`src/rtl/spi_host_pkg.sv`:
```
package spi_host_pkg;

  // word indices (byte offset / 4) inside the 1 KiB window
  localparam logic [7:0] WI_CTRL_A = 8'd0;
  localparam logic [7:0] WI_CTRL_B = 8'd1;
  localparam logic [7:0] WI_STAT   = 8'd2;
  localparam logic [7:0] WI_DATA   = 8'd3;
  localparam logic [7:0] WI_POLY   = 8'd4;
  localparam logic [7:0] WI_RXSUM  = 8'd5;
  localparam logic [7:0] WI_TXSUM  = 8'd6;
  localparam logic [7:0] WI_AUDCFG = 8'd7;
  localparam logic [7:0] WI_AUDPRE = 8'd8;

  typedef struct packed {
    logic lsb_first;
    logic phase;
    logic polarity;
  } shift_mode_t;

  // system clocks per serial-clock half period
  function automatic int unsigned half_ticks(input int unsigned div);
    return 32'd1 << div;
  endfunction

  // level the interrupt takes when recomputed
  function automatic logic irq_level(input logic txeie, input logic rxneie,
                                     input logic nonempty);
    return txeie | (nonempty & rxneie);
  endfunction

endpackage

```
`src/rtl/spi_host_fifo.sv`:
```
module spi_host_fifo #(
  parameter int W     = 8,
  parameter int DEPTH = 4
) (
  input  logic         clk,
  input  logic         rst_n,
  input  logic         push,
  input  logic [W-1:0] wdata,
  input  logic         pop,
  output logic [W-1:0] rdata,
  output logic         empty,
  output logic         nonempty_nxt,
  output logic         dropped
);
  localparam int AW = $clog2(DEPTH);
  localparam int CW = $clog2(DEPTH + 1);

  logic [W-1:0]  mem [DEPTH];
  logic [AW-1:0] rd_ptr, wr_ptr;
  logic [CW-1:0] count, count_nxt;
  logic          full, pop_ok, push_ok;

  function automatic logic [AW-1:0] bump(input logic [AW-1:0] p);
    return (p == AW'(DEPTH - 1)) ? '0 : p + 1'b1;
  endfunction

  assign empty        = (count == '0);
  assign full         = (count == CW'(DEPTH));
  assign pop_ok       = pop && !empty;
  assign push_ok      = push && (!full || pop_ok);
  assign dropped      = push && !push_ok;
  assign count_nxt    = count + CW'(push_ok) - CW'(pop_ok);
  assign nonempty_nxt = (count_nxt != '0);
  assign rdata        = empty ? '0 : mem[rd_ptr];

  always_ff @(posedge clk or negedge rst_n) begin
    if (!rst_n) begin
      rd_ptr <= '0;
      wr_ptr <= '0;
      count  <= '0;
    end else begin
      count <= count_nxt;
      if (pop_ok)  rd_ptr <= bump(rd_ptr);
      if (push_ok) wr_ptr <= bump(wr_ptr);
    end
  end

  always_ff @(posedge clk) begin
    if (push_ok) mem[wr_ptr] <= wdata;
  end


  fifo_drop_chk: assert property (@(posedge clk) disable iff (!rst_n)
    dropped |=> (count == CW'(DEPTH)));

  empty_pop_chk: assert property (@(posedge clk) disable iff (!rst_n)
    (pop && empty && !push) |=> empty);

endmodule

```
`src/rtl/spi_host_shift.sv`:
```
module spi_host_shift
  import spi_host_pkg::*;
#(
  parameter int FRAME = 8,
  parameter int DIV_W = 3
) (
  input  logic             clk,
  input  logic             rst_n,
  input  logic             start,
  input  logic [FRAME-1:0] tx_byte,
  input  shift_mode_t      mode,
  input  logic [DIV_W-1:0] div,
  input  logic             miso,
  output logic             sck,
  output logic             mosi,
  output logic             busy,
  output logic             done,
  output logic [FRAME-1:0] rx_byte
);
  localparam int EDGES = 2 * FRAME;
  localparam int EW    = $clog2(EDGES);
  localparam int CNT_W = (1 << DIV_W) - 1;

  logic             busy_q, sck_q;
  shift_mode_t      mode_q;
  logic [DIV_W-1:0] div_q;
  logic [CNT_W-1:0] cnt_q, half_m1;
  logic [EW-1:0]    edge_q;
  logic [FRAME-1:0] tx_sr, rx_sr, rx_nxt, tx_nxt;
  logic             tick, leading, sample_now, shift_now, last;

  assign half_m1    = CNT_W'(half_ticks(32'(div_q)) - 1);
  assign tick       = busy_q && (cnt_q == half_m1);
  assign leading    = ~edge_q[0];
  assign last       = (edge_q == EW'(EDGES - 1));
  assign sample_now = mode_q.phase ? ~leading : leading;
  assign shift_now  = mode_q.phase ? (leading && edge_q != '0) : ~leading;
  assign rx_nxt     = mode_q.lsb_first ? {miso, rx_sr[FRAME-1:1]}
                                       : {rx_sr[FRAME-2:0], miso};
  assign tx_nxt     = mode_q.lsb_first ? (tx_sr >> 1) : (tx_sr << 1);

  assign sck     = sck_q;
  assign mosi    = mode_q.lsb_first ? tx_sr[0] : tx_sr[FRAME-1];
  assign busy    = busy_q;
  assign done    = tick && last;
  assign rx_byte = sample_now ? rx_nxt : rx_sr;

  always_ff @(posedge clk or negedge rst_n) begin
    if (!rst_n) begin
      busy_q <= 1'b0;
      sck_q  <= 1'b0;
      mode_q <= '0;
      div_q  <= '0;
      cnt_q  <= '0;
      edge_q <= '0;
      tx_sr  <= '0;
      rx_sr  <= '0;
    end else if (!busy_q) begin
      sck_q <= mode.polarity;
      if (start) begin
        busy_q <= 1'b1;
        mode_q <= mode;
        div_q  <= div;
        tx_sr  <= tx_byte;
        rx_sr  <= '0;
        cnt_q  <= '0;
        edge_q <= '0;
      end
    end else if (tick) begin
      cnt_q  <= '0;
      sck_q  <= ~sck_q;
      edge_q <= edge_q + 1'b1;
      if (sample_now) rx_sr <= rx_nxt;
      if (shift_now)  tx_sr <= tx_nxt;
      if (last)       busy_q <= 1'b0;
    end else begin
      cnt_q <= cnt_q + 1'b1;
    end
  end


  start_busy_chk: assert property (@(posedge clk) disable iff (!rst_n)
    (start && !busy_q) |=> busy_q);

  sck_idle_chk: assert property (@(posedge clk) disable iff (!rst_n)
    $fell(busy_q) |-> (sck_q == mode_q.polarity));

  sck_hold_chk: assert property (@(posedge clk) disable iff (!rst_n)
    (busy_q && !tick) |=> $stable(sck_q));

endmodule

```
`src/rtl/spi_host_irq.sv`:
```
module spi_host_irq
  import spi_host_pkg::*;
(
  input  logic clk,
  input  logic rst_n,
  input  logic en_fall,
  input  logic ctrl_b_wr,
  input  logic xfer_done,
  input  logic data_rd,
  input  logic data_wr,
  input  logic rd_hit,
  input  logic txeie_nxt,
  input  logic rxneie_nxt,
  input  logic nonempty_nxt,
  output logic irq
);
  logic irq_q, irq_d;

  always_comb begin
    irq_d = irq_q;
    if (en_fall)
      irq_d = 1'b0;
    else if (xfer_done || ctrl_b_wr || (data_rd && rd_hit))
      irq_d = irq_level(txeie_nxt, rxneie_nxt, nonempty_nxt);
    else if (data_rd || data_wr)
      irq_d = 1'b0;
  end

  always_ff @(posedge clk or negedge rst_n) begin
    if (!rst_n) irq_q <= 1'b0;
    else        irq_q <= irq_d;
  end

  assign irq = irq_q;


  irq_disable_chk: assert property (@(posedge clk) disable iff (!rst_n)
    en_fall |=> !irq_q);

endmodule

```
`src/rtl/spi_master_mmio.sv`:
```
module spi_master_mmio
  import spi_host_pkg::*;
#(
  parameter int FRAME      = 8,
  parameter int DIV_W      = 3,
  parameter int FIFO_DEPTH = 4
) (
  input  logic        clk,
  input  logic        rst_n,
  input  logic        bus_en,
  input  logic        bus_we,
  input  logic [9:0]  bus_addr,
  input  logic [31:0] bus_wdata,
  output logic [31:0] bus_rdata,
  output logic        sck,
  output logic        mosi,
  input  logic        miso,
  output logic        irq,
  output logic        dma_rx_req
);
  logic [15:0] ctrl_a;
  logic [7:0]  ctrl_b;
  logic [15:0] poly_q;
  logic [11:0] aud_cfg;
  logic [9:0]  aud_pre;
  logic        ovf, ovf_armed, dma_q;

  logic [7:0]  widx;
  logic        wr_ctrl_a, wr_ctrl_b, wr_data, rd_stat, rd_data;
  logic        en_fall, start, busy, xfer_done;
  logic [FRAME-1:0] rx_byte, fifo_head;
  logic        fifo_empty, nonempty_nxt, fifo_drop;
  shift_mode_t mode;
  logic        unused_bits;

  assign widx      = bus_addr[9:2];
  assign wr_ctrl_a = bus_en && bus_we && (widx == WI_CTRL_A);
  assign wr_ctrl_b = bus_en && bus_we && (widx == WI_CTRL_B);
  assign wr_data   = bus_en && bus_we && (widx == WI_DATA);
  assign rd_stat   = bus_en && !bus_we && (widx == WI_STAT);
  assign rd_data   = bus_en && !bus_we && (widx == WI_DATA);

  assign en_fall   = wr_ctrl_a && ctrl_a[6] && !bus_wdata[6];
  assign start     = wr_data && !busy;
  assign mode      = '{lsb_first: ctrl_a[7], phase: ctrl_a[0], polarity: ctrl_a[1]};

  assign unused_bits = ^{bus_addr[1:0], bus_wdata[31:16], ctrl_a[2]};

  spi_host_shift #(.FRAME(FRAME), .DIV_W(DIV_W)) u_shift (
    .clk     (clk),
    .rst_n   (rst_n),
    .start   (start),
    .tx_byte (bus_wdata[FRAME-1:0]),
    .mode    (mode),
    .div     (ctrl_a[3 +: DIV_W]),
    .miso    (miso),
    .sck     (sck),
    .mosi    (mosi),
    .busy    (busy),
    .done    (xfer_done),
    .rx_byte (rx_byte)
  );

  spi_host_fifo #(.W(FRAME), .DEPTH(FIFO_DEPTH)) u_fifo (
    .clk          (clk),
    .rst_n        (rst_n),
    .push         (xfer_done),
    .wdata        (rx_byte),
    .pop          (rd_data),
    .rdata        (fifo_head),
    .empty        (fifo_empty),
    .nonempty_nxt (nonempty_nxt),
    .dropped      (fifo_drop)
  );

  spi_host_irq u_irq (
    .clk          (clk),
    .rst_n        (rst_n),
    .en_fall      (en_fall),
    .ctrl_b_wr    (wr_ctrl_b),
    .xfer_done    (xfer_done),
    .data_rd      (rd_data),
    .data_wr      (wr_data),
    .rd_hit       (!fifo_empty),
    .txeie_nxt    (wr_ctrl_b ? bus_wdata[7] : ctrl_b[7]),
    .rxneie_nxt   (wr_ctrl_b ? bus_wdata[6] : ctrl_b[6]),
    .nonempty_nxt (nonempty_nxt),
    .irq          (irq)
  );

  always_ff @(posedge clk or negedge rst_n) begin
    if (!rst_n) begin
      ctrl_a    <= '0;
      ctrl_b    <= '0;
      poly_q    <= 16'h0007;
      aud_cfg   <= '0;
      aud_pre   <= 10'h002;
      ovf       <= 1'b0;
      ovf_armed <= 1'b0;
      dma_q     <= 1'b0;
    end else begin
      if (wr_ctrl_a) ctrl_a <= bus_wdata[15:0];
      if (wr_ctrl_b) ctrl_b <= bus_wdata[7:0];
      if (bus_en && bus_we && widx == WI_POLY)   poly_q  <= bus_wdata[15:0];
      if (bus_en && bus_we && widx == WI_AUDCFG) aud_cfg <= bus_wdata[11:0] & 12'hBFF;
      if (bus_en && bus_we && widx == WI_AUDPRE) aud_pre <= bus_wdata[9:0];
      if (rd_data && ovf_armed) begin
        ovf       <= 1'b0;
        ovf_armed <= 1'b0;
      end
      if (rd_stat && ovf) ovf_armed <= 1'b1;
      if (fifo_drop)      ovf       <= 1'b1;
      dma_q <= xfer_done && ctrl_b[0];
    end
  end

  assign dma_rx_req = dma_q;

  always_comb begin
    bus_rdata = '0;
    if (bus_en && !bus_we) begin
      case (widx)
        WI_CTRL_A: bus_rdata = {16'h0, ctrl_a};
        WI_CTRL_B: bus_rdata = {24'h0, ctrl_b};
        WI_STAT:   bus_rdata = {25'h0, ovf, 4'h0, !busy, !fifo_empty};
        WI_DATA:   bus_rdata = 32'(fifo_head);
        WI_POLY:   bus_rdata = {16'h0, poly_q};
        WI_AUDCFG: bus_rdata = {20'h0, aud_cfg};
        WI_AUDPRE: bus_rdata = {22'h0, aud_pre};
        default:   bus_rdata = '0;
      endcase
    end
  end


  irq_level_chk: assert property (@(posedge clk) disable iff (!rst_n)
    irq |-> (ctrl_b[7] || (!fifo_empty && ctrl_b[6])));

  irq_wr_drop_chk: assert property (@(posedge clk) disable iff (!rst_n)
    (wr_data && !xfer_done) |=> !irq);

  dma_src_chk: assert property (@(posedge clk) disable iff (!rst_n)
    dma_rx_req |-> $past(xfer_done));

  dma_width_chk: assert property (@(posedge clk) disable iff (!rst_n)
    dma_rx_req |=> !dma_rx_req);

  ovf_set_chk: assert property (@(posedge clk) disable iff (!rst_n)
    fifo_drop |=> ovf);

endmodule

```
`config.mk`:
```
export PLATFORM = sky130hd
export DESIGN_NAME = spi_master_mmio
export DESIGN_NICKNAME = d
export VERILOG_FILES = /design/src/rtl/spi_host_pkg.sv /design/src/rtl/spi_host_fifo.sv /design/src/rtl/spi_host_shift.sv /design/src/rtl/spi_host_irq.sv /design/src/rtl/spi_master_mmio.sv
export SDC_FILE = /design/constraint.sdc
export NUM_CORES = 1
export LEC_CHECK = 0
export BUFFER_PORTS_ARGS = -buffer_cell sky130_fd_sc_hd__buf_2
export CAP_MARGIN = 20
export CORE_MARGIN = 5
export CORE_UTILIZATION = 41
export CTS_CLUSTER_SIZE = 40
export DETAILED_ROUTE_END_ITERATION = 8
export PLACE_DENSITY = 0.59
export SLEW_MARGIN = 20
export SYNTH_ARGS = -nofsm -noshare
export SYNTH_HDL_FRONTEND = slang
export SYNTH_HIERARCHICAL = 1
export SYNTH_SLANG_ARGS = --single-unit
```
`constraint.sdc`:
```
create_clock -name clk -period 3.9 [get_ports clk]
set_clock_uncertainty 0.2 [all_clocks]
set_input_delay 0.585 -clock clk [delete_from_list [all_inputs] [get_ports clk]]
set_output_delay 0.585 -clock clk [all_outputs]
set_load 0.02 [all_outputs]
```
==> reports/metrics.csv <==
metric,value,unit
status,"finished, violations left",
violated checks,negative hold slack,
Multi-input gate area,3320,um2
Pwr Density,439,nW/um2
sequential share of power,43.0,%
clock latency on the worst-skew pair,0.42,ns
Final Critical Period,3.78,ns
max_slew headroom,26.0,%
total routed wirelength,16500,um
Rows,48,
clock network fraction of design power,47.2,%
Async SR Flop Fraction,76.8,%
Max Buffers Root-to-Sink,2,
number of flops mapped to enable cells by yosys,32,
final slew viol count,0,
Leak,3.75,nW
Port Buf Inserts,48,
pre-CTS setup slack,0.0676,ns
hold_ws,-0.0311,ns
initial antenna violation count,0,
Unique masters post-synth,72,
final setup TNS,0,ns
Crit Path Category,flip-flop to flip-flop,
CTS tree,yes,
Detail Route Antenna Nets,0,
Max-Cap Viols,0,
peak supply drop,0.316,mV
Die X,143,um
Final #Nets,704,
Non-Filler Instances,884,
clock sink total,138,
"Max FO, Critical Path",5,
placed cell area,7730,um2
initial core utilization,41.8,%
Comb power frac,9.8,%
top post-synthesis cells by area,"dfrtp_1 (35%), edfxtp_1 (13%), mux2_2 (8.1%), mux2_4 (3.5%), mux2i_1 (3.3%)",
synthesized instance count,580,
"Hold Vio Cnt, Final",5,
Yosys top cell area share,35.4,%
root buf cell,clkbuf_16,
largest net degree at the start of global routing,48,
"Primary FF master, synth",dfrtp_1,
vias in the first global route,5016,
placed cell count,852,
Yosys reg bits,138,
switching power total,871,uW
Worst EP required,4.00,ns
HPWL after detailed placement,11500,um
Critical Path AT,3.88,ns
diode count,0,
register area,3620,um2
GPL Wtd Cong,0.839,
Mapped Area,7200,um2
Synth-to-Final Area Change,16.1,%
"most common cell after layout, fill and taps aside",dfrtp_1,
fillcell total,1553,
via count,4844,
post-route setup slack,0.116,ns
fin crit share,97.0,%
YS warnings,6,
Achievable Freq,0.264,GHz
die area,20300,um2
# hold bufs at CTS,0,
share of layout cells above drive strength 1,32.5,%
syn avg cell area,12.4,um2
CTS Buf Count,17,
Residual DRC,0,
startpoint types,flip-flop,
clock slew at reported path FFs,0.06,ns
DR iter-0 viols,282,
total track usage,17.1,%
IO Pins,83,
first-pass GRT wire length,27100,um
Yosys top cell by area,dfrtp_1,
"Power, Total",3.67,mW
# H-tree levels,4,
Int Power,2.80,mW
Core Box Area,17200,um2
HP Class,input pin to async pin,
Sw Ratio,23.7,%
DIE HEIGHT,143,um
"Seq/Total Area, Yosys",50.2,%
crit end category,flip-flop,
unrepaired setup endpoints after global routing,true,
fin util,48.5,%
DR pass1 iterations,4,
final setup violation count,0,
Least-Margin Pin Slew,1.11,ns
Congestion Overflow GR,0,
post-route cell area,8360,um2
Routed WL per cell,18.7,um
Vias/cell,5.48,
most frequent cells in the layout,"dfrtp_1 (102), mux2_2 (52), buf_2 (47), nand2_1 (40), edfxtp_1 (32)",
-- state kept, by name (all words and copies together), names as in the netlist, 4 cells and up --
signal          count
u_fifo/mem         32
ctrl_a             16
poly_q             16
aud_cfg            11
aud_pre            10
ctrl_b              8
u_shift/rx_sr       8
u_shift/tx_sr       8
u_shift/cnt_q       7
u_shift/edge_q      4
-- synth_stat cells, drive strengths merged (2+ instances only) --
library cell / number
a21o: 3
a21oi: 21
a22o: 6
a22oi: 15
a31o: 2
a31oi: 2
a32o: 2
a32oi: 2
a41oi: 2
and2: 18
and4: 3
buf: 31
clkbuf: 13
dfrtp: 102
dfstp: 4
edfxtp: 32
ha: 10
inv: 15
mux2: 84
mux2i: 24
mux4: 9
nand2: 41
nand2b: 5
nand3: 8
nand4: 3
nor2: 31
nor2b: 16
nor3: 12
nor3b: 5
nor4: 4
o211ai: 2
o21ai: 13
o2bb2ai: 4
o32a: 3
or2: 3
or3: 3
or4: 3
xor2: 6
-- layer usage --
metal | part of all wire, % | up-vias | track usage [%]
li1 | - | 2232 | -
met1 | 44 | 2468 | 22.5
met2 | 49 | 126 | 28.4
met3 | 5.1 | 18 | 3.33
met4 | 1.4 | 0 | 5.40
met5 | 0 | - | 0
-- worst paths after layout --
| kind | start | endpoint | slack (ns) | depth (start not counted) |
|---|---|---|---|---|
| max in group asynchronous | rst_n | poly_q[2] | 2.58 | 2 |
| setup reg to reg | u_shift/div_q[1] | u_irq/irq | 0.12 | 16 |
| setup / recovery | u_shift/div_q[1] | u_irq/irq | 0.12 | 16 |
| hold reg to reg | poly_q[15] | poly_q[15] | 0.29 | 1 |
| min in group clk | bus_wdata[15] | ctrl_a[15] | 0.20 | 2 |
| hold / removal | rst_n | ctrl_a[8] | -0.03 | 1 |
-- power by group through the flow --
| stage | logic, mW | clock network (mW) | registers [mW] |
|---|---|---|---|
| floorplan | 0.230 | 0 | 1.60 |
| global placement | 0.348 | 0 | 1.60 |
| detailed placement | 0.359 | 0 | 1.61 |
| CTS | 0.360 | 1.77 | 1.58 |
| global route | 0.397 | 1.83 | 1.59 |
| finish | 0.359 | 1.73 | 1.58 |
-- cell families after synthesis --
| logic type | share of synthesized area, % |
|---|---|
| multiplexers | 20.2 |
| XOR/XNOR | 0.851 |
| other | 0.0521 |
| buffers and inverters | 4.60 |
| adder cells (fa/ha/maj) | 2.02 |
| flip-flops | 50.2 |
| AO/OA/AOI/OAI | 8.65 |
| AND/OR/NAND/NOR | 13.4 |
-- worst max-delay path, stage by stage (launching register included) --
cell and delay, ns:
dfrtp_1 0.41, and2_4 0.18, or4_1 0.42, a21bo_2 0.24, nor2_4 0.12, and4_4 0.24, nor2b_4 0.15, inv_1 0.05
ha_1 0.27, inv_1 0.04, ha_1 0.18, fa_2 0.34, xor2_1 0.16, xnor2_1 0.14, or3_1 0.33, a21oi_2 0.13
a211oi_1 0.08
-- area by class of cell --
cell class	instances	share of cell area [%]
sequential	138	43.3
multi-input combinational	398	39.7
timing repair buffer	76	5.42
clock buffer	18	5.13
tap	225	3.37
clock inverter	14	2.41
inverter	15	0.673
-- what timing repair did --
item | 4_1_cts | 5_1_grt
endpoints found under the setup margin | 0 | 1
gates resized for setup | 0 | 3
buffers inserted | 0 | 0
Power figures use the tool's default switching activity.
